## src/rtl/padx_pkg.sv

```systemverilog
package padx_pkg;
   typedef enum logic [1:0] {
      ST_IDLE  = 2'd0,
      ST_EVAL  = 2'd1,
      ST_PROBE = 2'd2
   } padx_state_e;

   localparam logic [7:0] PAD_MARK = 8'h80;
endpackage

```

## src/rtl/padx_accum.sv

```systemverilog
module padx_accum #(
   parameter int LEN_W    = 32,
   parameter int SEG_W    = 8,
   parameter bit SEG_SAT  = 1'b1
) (
   input  logic             clk,
   input  logic             rst_n,
   input  logic             clr,
   input  logic             add_en,
   input  logic [LEN_W-1:0] add_len,
   input  logic             hit,
   input  logic             miss,
   output logic [LEN_W-1:0] total,
   output logic [SEG_W-1:0] segs
);
   localparam logic [SEG_W-1:0] SEG_MAX = {SEG_W{1'b1}};

   logic [SEG_W-1:0] segs_inc;

   generate
      if (SEG_SAT) begin : g_sat
         assign segs_inc = (segs == SEG_MAX) ? SEG_MAX : segs + 1'b1;
      end else begin : g_wrap
         assign segs_inc = segs + 1'b1;
      end
   endgenerate

   always_ff @(posedge clk or negedge rst_n) begin
      if (!rst_n) begin
         total <= '0;
         segs  <= '0;
      end else if (clr || hit) begin
         total <= '0;
         segs  <= '0;
      end else begin
         if (add_en) total <= total + add_len;
         if (miss)   segs  <= segs_inc;
      end
   end


   sum_before_check_chk: assert property (@(posedge clk) disable iff (!rst_n)
      (add_en && !clr && !hit) |=> (total == $past(total) + $past(add_len)));


   hit_clears_chk: assert property (@(posedge clk) disable iff (!rst_n)
      hit |=> (total == '0 && segs == '0));


   clr_clears_chk: assert property (@(posedge clk) disable iff (!rst_n)
      clr |=> (total == '0 && segs == '0));


   miss_counts_chk: assert property (@(posedge clk) disable iff (!rst_n)
      (miss && !clr && !hit) |=>
         (segs == ((SEG_SAT && $past(segs) == SEG_MAX) ? SEG_MAX : $past(segs) + 1'b1)));
endmodule

```

## src/rtl/padx_offset_calc.sv

```systemverilog
module padx_offset_calc #(
   parameter int LEN_W = 32
) (
   input  logic [LEN_W-1:0] total,
   input  logic [LEN_W-1:0] cand,
   input  logic [LEN_W-1:0] len,
   output logic             eligible,
   output logic [LEN_W-1:0] pad_off
);
   logic [LEN_W-1:0] pad_size;

   always_comb begin
      eligible = (cand <= total);
      pad_size = total - cand;
      pad_off  = len - pad_size;
   end
endmodule

```

## src/rtl/padx_detect.sv

```systemverilog
module padx_detect
   import padx_pkg::*;
#(
   parameter int LEN_W   = 32,
   parameter int SEG_W   = 8,
   parameter bit SEG_SAT = 1'b1
) (
   input  logic             clk,
   input  logic             rst_n,
   input  logic             clr,
   input  logic             req_valid,
   output logic             req_ready,
   input  logic [LEN_W-1:0] req_len,
   input  logic [63:0]      req_tail,
   output logic             rd_req,
   output logic [LEN_W-1:0] rd_off,
   input  logic             rd_valid,
   input  logic [7:0]       rd_data,
   output logic             res_valid,
   output logic             res_pad,
   output logic [LEN_W-1:0] res_len,
   output logic [LEN_W-1:0] res_msg_len,
   output logic [SEG_W-1:0] res_segs
);
   localparam int CAND_LO = 3;
   localparam int CAND_HI = LEN_W + CAND_LO - 1;

   generate
      if (LEN_W < 8 || CAND_HI > 63) begin : g_bad_len
         $error("padx_detect: LEN_W must lie in 8..61");
      end
      if (SEG_W < 2) begin : g_bad_seg
         $error("padx_detect: SEG_W must be at least 2");
      end
   endgenerate

   padx_state_e      state_q;
   logic [LEN_W-1:0] len_q, cand_q, off_q;
   logic [LEN_W-1:0] total;
   logic [SEG_W-1:0] segs;
   logic             eligible;
   logic [LEN_W-1:0] pad_off;
   logic             accept, hit, miss, eval_miss, probe_done;
   logic [SEG_W-1:0] hit_segs;

   assign req_ready  = (state_q == ST_IDLE);
   assign accept     = req_valid && req_ready && !clr;
   assign probe_done = (state_q == ST_PROBE) && rd_valid && !clr;
   assign eval_miss  = (state_q == ST_EVAL) && !eligible && !clr;
   assign hit        = probe_done && (rd_data == PAD_MARK);
   assign miss       = eval_miss || (probe_done && (rd_data != PAD_MARK));
   assign rd_req     = (state_q == ST_PROBE);
   assign rd_off     = off_q;
   assign hit_segs   = (segs == '0) ? {{(SEG_W-1){1'b0}}, 1'b1}
                                    : segs + {{(SEG_W-1){1'b0}}, (off_q != '0)};

   padx_accum #(
      .LEN_W   (LEN_W),
      .SEG_W   (SEG_W),
      .SEG_SAT (SEG_SAT)
   ) i_accum (
      .clk     (clk),
      .rst_n   (rst_n),
      .clr     (clr),
      .add_en  (accept),
      .add_len (req_len),
      .hit     (hit),
      .miss    (miss),
      .total   (total),
      .segs    (segs)
   );

   padx_offset_calc #(
      .LEN_W (LEN_W)
   ) i_offset (
      .total    (total),
      .cand     (cand_q),
      .len      (len_q),
      .eligible (eligible),
      .pad_off  (pad_off)
   );

   always_ff @(posedge clk or negedge rst_n) begin
      if (!rst_n) begin
         state_q     <= ST_IDLE;
         len_q       <= '0;
         cand_q      <= '0;
         off_q       <= '0;
         res_valid   <= 1'b0;
         res_pad     <= 1'b0;
         res_len     <= '0;
         res_msg_len <= '0;
         res_segs    <= '0;
      end else begin
         res_valid <= 1'b0;
         if (clr) begin
            state_q <= ST_IDLE;
         end else begin
            unique case (state_q)
               ST_IDLE: if (accept) begin
                  len_q   <= req_len;
                  cand_q  <= req_tail[CAND_HI:CAND_LO];
                  state_q <= ST_EVAL;
               end
               ST_EVAL: if (eligible) begin
                  off_q   <= pad_off;
                  state_q <= ST_PROBE;
               end else begin
                  res_valid   <= 1'b1;
                  res_pad     <= 1'b0;
                  res_len     <= len_q;
                  res_msg_len <= cand_q;
                  res_segs    <= (SEG_SAT && segs == {SEG_W{1'b1}}) ? segs : segs + 1'b1;
                  state_q     <= ST_IDLE;
               end
               ST_PROBE: if (rd_valid) begin
                  res_valid   <= 1'b1;
                  res_pad     <= hit;
                  res_len     <= hit ? off_q : len_q;
                  res_msg_len <= cand_q;
                  res_segs    <= hit ? hit_segs
                                     : ((SEG_SAT && segs == {SEG_W{1'b1}}) ? segs : segs + 1'b1);
                  state_q     <= ST_IDLE;
               end
               default: state_q <= ST_IDLE;
            endcase
         end
      end
   end


   strobe_single_chk: assert property (@(posedge clk) disable iff (!rst_n)
      res_valid |=> !res_valid);


   busy_until_result_chk: assert property (@(posedge clk) disable iff (!rst_n)
      (accept) |=> !req_ready);


   lookup_hold_chk: assert property (@(posedge clk) disable iff (!rst_n)
      (rd_req && !rd_valid && !clr) |=> (rd_req && $stable(rd_off)));


   no_lookup_on_miss_chk: assert property (@(posedge clk) disable iff (!rst_n)
      eval_miss |=> !rd_req);


   hit_len_chk: assert property (@(posedge clk) disable iff (!rst_n)
      hit |=> (res_valid && res_pad && res_len == $past(rd_off)));
endmodule

```

## config.mk

```make
export PLATFORM = sky130hd
export DESIGN_NAME = padx_detect
export DESIGN_NICKNAME = d
export VERILOG_FILES = /design/src/rtl/padx_pkg.sv /design/src/rtl/padx_accum.sv /design/src/rtl/padx_offset_calc.sv /design/src/rtl/padx_detect.sv
export SDC_FILE = /design/constraint.sdc
export NUM_CORES = 1
export LEC_CHECK = 0
export ABC_AREA = 0
export BUFFER_PORTS_ARGS = -buffer_cell sky130_fd_sc_hd__buf_2
export CAP_MARGIN = 20
export CORE_MARGIN = 10
export CORE_UTILIZATION = 46
export DETAILED_ROUTE_END_ITERATION = 8
export GPL_TIMING_DRIVEN = 0
export MAX_ROUTING_LAYER = met4
export PLACE_DENSITY = 0.67
export SLEW_MARGIN = 20
export SYNTH_ARGS = -nofsm -noshare
export SYNTH_HDL_FRONTEND = slang
export SYNTH_SLANG_ARGS = --single-unit
```

## constraint.sdc

```tcl
create_clock -name clk -period 4 [get_ports clk]
set_clock_uncertainty 0.1 [all_clocks]
set_input_delay 0 -clock clk [delete_from_list [all_inputs] [get_ports clk]]
set_output_delay 0 -clock clk [all_outputs]
set_load 0.01 [all_outputs]
```

# Word level (Yosys, flattened, before mapping)
# Cells that the tools add are included.
[classes]
add_sub_neg = 5
magnitude_cmp = 1
n_eq_ne = 9
n_mux = 30
n_bitwise = 1
reduce_logical = 22
[op_table]
columns = ["operator", "count"]
rows = [
  ["$mux W32", 7],
  ["$pmux W32 S2", 2],
  ["$mux W8", 8],
  ["$sub A32 B32 Y32", 2],
  ["$add A32 B32 Y32", 1],
  ["$le A32 B32 Y1", 1],
  ["$reduce_bool A32 Y1", 1],
  ["$eq A8 B8 Y1 const B", 2],
  ["$pmux W8 S2", 1],
  ["$add A8 B1 Y8", 1],
  ["$add A8 B1 Y8 const B", 1],
  ["$logic_and A1 B1 Y1", 8],
  ["$logic_not A8 Y1", 1],
  ["$mux W2", 4],
  ["$ne A8 B8 Y1 const B", 1],
  ["$ne A3 B2 Y1 const B", 2],
  ["$pmux W2 S3", 1],
  ["$reduce_and A3 Y1", 2],
  ["$reduce_bool A2 Y1", 3],
  ["$mux W1", 5],
  ["$pmux W1 S2", 2],
  ["$reduce_and A4 Y1", 1],
  ["$eq A2 B1 Y1 const B", 1],
  ["$eq A2 B2 Y1 const B", 1],
  ["other kinds (7)", 9],
]
[word_totals]
regBits = 212
input_bits = 109
output_inout_bits = 108
word_cells = 79

# Depth between registers and ports, before layout
[logic_depth]
depth_word = 7
depth_mapped = 16
mapped_depth_nobuf = 16

# By module
# Synthesis repeated with hierarchy kept, for this count alone.
[unflattened]
hier_cells = 1672
hier_area_um2 = 14224.9
[modules_own_cells]
columns = ["module", "n_inst", "cells_each", "area_per_inst_um2", "seq_area_each_um2"]
rows = [
  ["padx_detect", 1, 796, 7419.6, 4304.1],
  ["padx_offset_calc", 1, 500, 3509.6, 0.0],
  ["padx_accum", 1, 376, 3295.7, 1001.0],
]

# Worst setup path after synthesis
# OpenSTA, ideal clock, no wires.
[synth_path]
path_kind = "register to register"
from = "register cand_q[9]"
to = "register off_q[31] (netlist: rd_off[31])"
setup_time_ns = 0.122
arrival_time_ns = 3.196
t_required_ns = 3.778
setup_slack_ns = 0.583
stages_incl_launch_ff = 15
n_path_buf = 0
synth_period_minus_slack_ns = 3.417
cell_sequence = "dfrtp_1 inv_1 fa_1 inv_1 ha_1 a21o_1 a21o_1 a221oi_1 nand3b_1 a21oi_1 o31a_1 o22ai_1 a221oi_1 mux2i_1 nand2_1"
[synth_between]
elab_chain_cells = 2
elab_cells_between_ends = 4
classes_between = "add/sub: 2; order compare: 1; reduce/logical: 1"
[synth_lines]
columns = ["element", "line", "rtl"]
rows = [
  ["start, declared", "padx_detect.sv:38", "logic [LEN_W-1:0] len_q, cand_q, off_q;"],
  ["start signal, assigned", "padx_detect.sv:102", "cand_q <= req_tail[CAND_HI:CAND_LO];"],
  ["$sub A32 B32 Y32 / $le A32 B32 Y1 (equally long branches)", "padx_offset_calc.sv:14, padx_offset_calc.sv:13", ""],
  ["$sub A32 B32 Y32 / $reduce_and A3 Y1 (equally long branches)", "--", ""],
  ["end signal, assigned", "padx_detect.sv:106", "off_q <= pad_off;"],
  ["end, declared", "padx_detect.sv:38", ""],
]
# Parallel ways exist; a longest one is shown, timed or not.
# A chain may end at the register's enable or synchronous reset.

# Worst setup path in the final report
[layout_path]
from = "register cand_q[2]"
to = "register off_q[26] (netlist: rd_off[26])"
# The elaborated chain is that of the path after synthesis.

==> metrics.txt <==
# TYPE chip_impl_metric gauge
chip_impl_metric{name="grt_pass1_vias",unit=""} 11800
chip_impl_metric{name="area_growth",unit="%"} 24.0
chip_impl_metric{name="viasPerCell",unit=""} 5.42
chip_impl_info{name="crit_family",value="compound AO/OA/AOI/OAI gates"} 1
chip_impl_metric{name="post_synth_num_cell_types",unit=""} 70
chip_impl_metric{name="slowest_delay",unit="ns"} 0.54
chip_impl_metric{name="grt-ovfl-total",unit=""} 0
chip_impl_metric{name="synth_area_per_cell",unit="µm²"} 9.13
chip_impl_metric{name="timing.max_slew.rel_slack",unit="%"} 32.0
chip_impl_metric{name="reg2reg_slack",unit="ns"} 0.20
chip_impl_metric{name="synth_async_sr_flop_share",unit="%"} 100
chip_impl_info{name="path_cells",value="inv_1 > fa_1 > inv_1 > ha_1 > nor2b_1 > o21ai_1 > a21boi_1 > o311ai_2 > a31oi_1 > o32a_1 > a21bo_2 > a21oi_1 > xor2_1 > o21ai_1"} 1
chip_impl_metric{name="summed_instance_area_of_the_synthesized_netlist",unit="µm²"} 13200
chip_impl_metric{name="gate_count_after_technology_mapping",unit=""} 1446
chip_impl_metric{name="finalSetupViolations",unit=""} 0
chip_impl_metric{name="maxClockFrequency",unit="MHz"} 263
chip_impl_metric{name="synth_seq_cells",unit=""} 212
chip_impl_metric{name="drt.antenna.violating_nets",unit=""} 0
chip_impl_info{name="reg2reg_launch_point",value="cand_q[2]$_DFFE_PN0P_"} 1
chip_impl_info{name="layout.cells.most_common_list",value="sky130_fd_sc_hd__nand2_1, sky130_fd_sc_hd__dfrtp_1, sky130_fd_sc_hd__buf_2"} 1
chip_impl_metric{name="placed_cells",unit=""} 2011
chip_impl_metric{name="synth.yosys.warnings",unit=""} 0
chip_impl_info{name="min-delay-start",value="rd_data[0]"} 1
chip_impl_info{name="final_common_cell",value="sky130_fd_sc_hd__nand2_1"} 1
chip_impl_metric{name="final_count_of_pins_violating_max_slew",unit=""} 0
chip_impl_metric{name="ys_seq_area_share",unit="%"} 40.2
chip_impl_metric{name="timing.critical_path.buf_inv",unit=""} 2
chip_impl_metric{name="finalWeightedCongestion",unit=""} 0.915
chip_impl_metric{name="route.detailed.wl_per_inst",unit="µm"} 19.9
chip_impl_metric{name="floorplan.die.height",unit="µm"} 189
chip_impl_metric{name="htree_num_levels",unit=""} 1
chip_impl_metric{name="finalWirelength",unit="µm"} 42400
chip_impl_metric{name="critical_path.max_fanout",unit=""} 4
chip_impl_metric{name="min_period",unit="ns"} 3.80
chip_impl_metric{name="pre_cts_ws",unit="ns"} -0.284
chip_impl_metric{name="max_slew.worst_pin.slew",unit="ns"} 1.01
chip_impl_metric{name="ir_drop",unit="mV"} 0.380
chip_impl_info{name="run_status",value="finished, final reports clean"} 1
chip_impl_metric{name="drt_pass1_iterations",unit=""} 5
chip_impl_metric{name="clkLatencyLatePin",unit="ns"} 0.54
chip_impl_metric{name="number_of_cell_instances_on_the_worst_register_to_register_path",unit=""} 14
chip_impl_info{name="rsz_0062_raised_after_global_routing",value="false"} 1
chip_impl_metric{name="max-cap-violations",unit=""} 0
chip_impl_metric{name="worst_slack",unit="ns"} 0.199
chip_impl_metric{name="worst_hold_slack",unit="ns"} 0.0204
chip_impl_info{name="clock-root-buffer",value="sky130_fd_sc_hd__clkbuf_16"} 1
chip_impl_metric{name="finalCritPeriodShare",unit="%"} 95.0
chip_impl_metric{name="insertedDiodeCount",unit=""} 0
chip_impl_metric{name="portBuffers",unit=""} 183
chip_impl_metric{name="pin_count_of_the_biggest_net_entering_global_routing",unit=""} 99
chip_impl_metric{name="core-area",unit="µm²"} 28100
chip_impl_metric{name="post_route_cells_drive_above_1_share",unit="%"} 15.3
chip_impl_info{name="sort_of_element_at_the_end_of_the_critical_path",value="flop"} 1
chip_impl_metric{name="ioPinCount",unit=""} 217
chip_impl_info{name="dominantRegCellSynth",value="sky130_fd_sc_hd__dfrtp_1"} 1
chip_impl_metric{name="hpwl",unit="µm"} 33000
chip_impl_info{name="whs_endpoint",value="res_segs[0]$_DFFE_PN0P_"} 1
chip_impl_info{name="tritoncts_clock_tree",value="built"} 1
chip_impl_info{name="startpoint_type",value="flop"} 1
chip_impl_info{name="hold_class",value="in2reg"} 1
chip_impl_metric{name="nFillCells",unit=""} 2596
chip_impl_info{name="critical-path-slowest-cell",value="sky130_fd_sc_hd__fa_1"} 1
chip_impl_metric{name="leakage",unit="nW"} 8.04
chip_impl_metric{name="core.rowCount",unit=""} 61
chip_impl_metric{name="worstPathRequired",unit="ns"} 4.31
chip_impl_metric{name="global_route_wire_length_before_repair",unit="µm"} 66700
chip_impl_metric{name="worst_ep_arrival_time",unit="ns"} 4.11
chip_impl_metric{name="max-clock-path-buffers",unit=""} 3
chip_impl_metric{name="hold_path_depth",unit=""} 5
chip_impl_metric{name="clock_transition_at_the_register_clock_pins_on_the_worst_setup_and_hold_paths_after_cts",unit="ns"} 0.06
chip_impl_metric{name="detailed_place.area",unit="µm²"} 14700
chip_impl_metric{name="antenna_found_initial",unit=""} 0
chip_impl_info{name="worstSetupPathType",value="reg2reg"} 1
chip_impl_metric{name="numClockSinks",unit=""} 212
chip_impl_metric{name="power_density_of_the_placed_cells",unit="nW/µm²"} 760
chip_impl_metric{name="post-route-drc-count",unit=""} 0
chip_impl_metric{name="fin_nets",unit=""} 1978
chip_impl_metric{name="fin_tns_setup",unit="ns"} 0
chip_impl_metric{name="chipWidth",unit="µm"} 189
chip_impl_metric{name="layout.cell_area.non_filler",unit="µm²"} 16400
chip_impl_metric{name="fp.dieArea",unit="µm²"} 35900
chip_impl_metric{name="finalHoldViolCount",unit=""} 0
chip_impl_metric{name="initial_core_util",unit="%"} 47.0
chip_impl_metric{name="detailroute.via_count",unit=""} 11600
chip_impl_metric{name="layout.cells.non_filler",unit=""} 2132
chip_impl_metric{name="mappedNetlistNets",unit=""} 1689
chip_impl_metric{name="grt_total_usage",unit="%"} 24.0
chip_impl_metric{name="first_iter_violations",unit=""} 889
chip_impl_metric{name="synth_edf_count",unit=""} 0
chip_impl_metric{name="cts_buffers",unit=""} 25
chip_impl_info{name="reg2reg_to",value="rd_off[26]$_DFFE_PN0P_"} 1
-- worst max path at each step --
stage | slack [ns] | endpoint | depth (start not counted) | from
2_1_floorplan | 0.58 | rd_off[31]$_DFFE_PN0P_ | 14 | cand_q[9]$_DFFE_PN0P_
3_3_place_gp | -0.89 | res_msg_len[23]$_DFFE_PN0P_ | 1 | rst_n
3_5_place_dp | -0.28 | res_len[26]$_DFFE_PN0P_ | 10 | i_accum.total[29]$_DFFE_PN0P_
4_1_cts | 0.02 | rd_off[27]$_DFFE_PN0P_ | 14 | cand_q[6]$_DFFE_PN0P_
5_1_grt | 0.01 | rd_off[26]$_DFFE_PN0P_ | 14 | cand_q[2]$_DFFE_PN0P_
6_report | 0.20 | rd_off[26]$_DFFE_PN0P_ | 14 | cand_q[2]$_DFFE_PN0P_
-- cells by family after synthesis --
logic type | share of synthesized area (%)
compound gates | 18.8
simple gates | 12.6
buf+inv | 6.77
flops | 40.2
fa+ha+maj | 14.5
xor+xnor | 3.72
mux | 3.38
-- metrics by stage --
step,power [mW],util (%)
after global placement,9.67,51.9
final,12.4,58.3
after global routing,13.4,58.3
after detailed placement,9.80,52.2
after CTS,12.4,58.2
after floorplan,7.75,-
-- sequential cells by signal (all words and copies together) (netlist names) --
name,cells
cand_q,32
i_accum.segs,8
i_accum.total,32
len_q,32
rd_off,32
res_len,32
res_msg_len,32
res_pad,1
res_segs,8
res_valid,1
state_q,2
-- synth_stat cells, types with 32 or more instances --
library cell                 n  area, µm²
sky130_fd_sc_hd__xnor2_1    32        280
sky130_fd_sc_hd__a21oi_1    70        350
sky130_fd_sc_hd__fa_1       32        641
sky130_fd_sc_hd__inv_1     176        661
sky130_fd_sc_hd__ha_1      102       1280
sky130_fd_sc_hd__o21ai_0    94        470
sky130_fd_sc_hd__mux2_1     34        383
sky130_fd_sc_hd__nor2_1     73        274
sky130_fd_sc_hd__a31oi_1    39        244
sky130_fd_sc_hd__nand2_1   216        811
sky130_fd_sc_hd__a21o_1     42        315
sky130_fd_sc_hd__o21ai_1    32        160
sky130_fd_sc_hd__dfrtp_1   212       5310
sky130_fd_sc_hd__clkbuf_1   42        158
-- per-layer routing --
layer	share of wire [%]	GRT usage (%)	up-vias
met5	0	-	-
met4	2.0	5.25	0
met3	6.0	3.82	48
met2	44	35.9	358
met1	48	33.6	5593
li1	-	-	5564
-- worst register-to-register path: stages (launching register included) --
cell and delay [ns]:
sky130_fd_sc_hd__dfrtp_1 0.37, sky130_fd_sc_hd__inv_1 0.08, sky130_fd_sc_hd__fa_1 0.54, sky130_fd_sc_hd__inv_1 0.04
sky130_fd_sc_hd__ha_1 0.32, sky130_fd_sc_hd__nor2b_1 0.15, sky130_fd_sc_hd__o21ai_1 0.19, sky130_fd_sc_hd__a21boi_1 0.18
sky130_fd_sc_hd__o311ai_2 0.33, sky130_fd_sc_hd__a31oi_1 0.20, sky130_fd_sc_hd__o32a_1 0.44, sky130_fd_sc_hd__a21bo_2 0.25
sky130_fd_sc_hd__a21oi_1 0.15, sky130_fd_sc_hd__xor2_1 0.25, sky130_fd_sc_hd__o21ai_1 0.08
-- layout make-up --
cell class / count / area [µm²] / share of cell area [%]
Sequential cell: 212 / 5310 / 32.4
Buffer: 55 / 231 / 1.41
Tap cell: 378 / 473 / 2.89
Clock buffer: 35 / 723 / 4.42
Timing Repair Buffer: 262 / 1750 / 10.7
Inverter: 178 / 668 / 4.08
Multi-Input combinational cell: 1001 / 7060 / 43.1
Clock inverter: 11 / 161 / 0.986
-- repair_timing --
action                                  4_1_cts  5_1_grt
pin swaps                                     0        2
buffers inserted                              0        0
endpoints found under the hold margin       306        0
hold buffers                                 75        0
resized for setup                             4       10
endpoints found under the setup margin       64       46
-- power by group --
part           internal (mW)  total [mW]  switching [mW]
registers               2.91        3.67           0.761
logic                   2.70        6.33            3.63
clock network           1.52        2.45           0.930
Power figures use the tool's default switching activity.
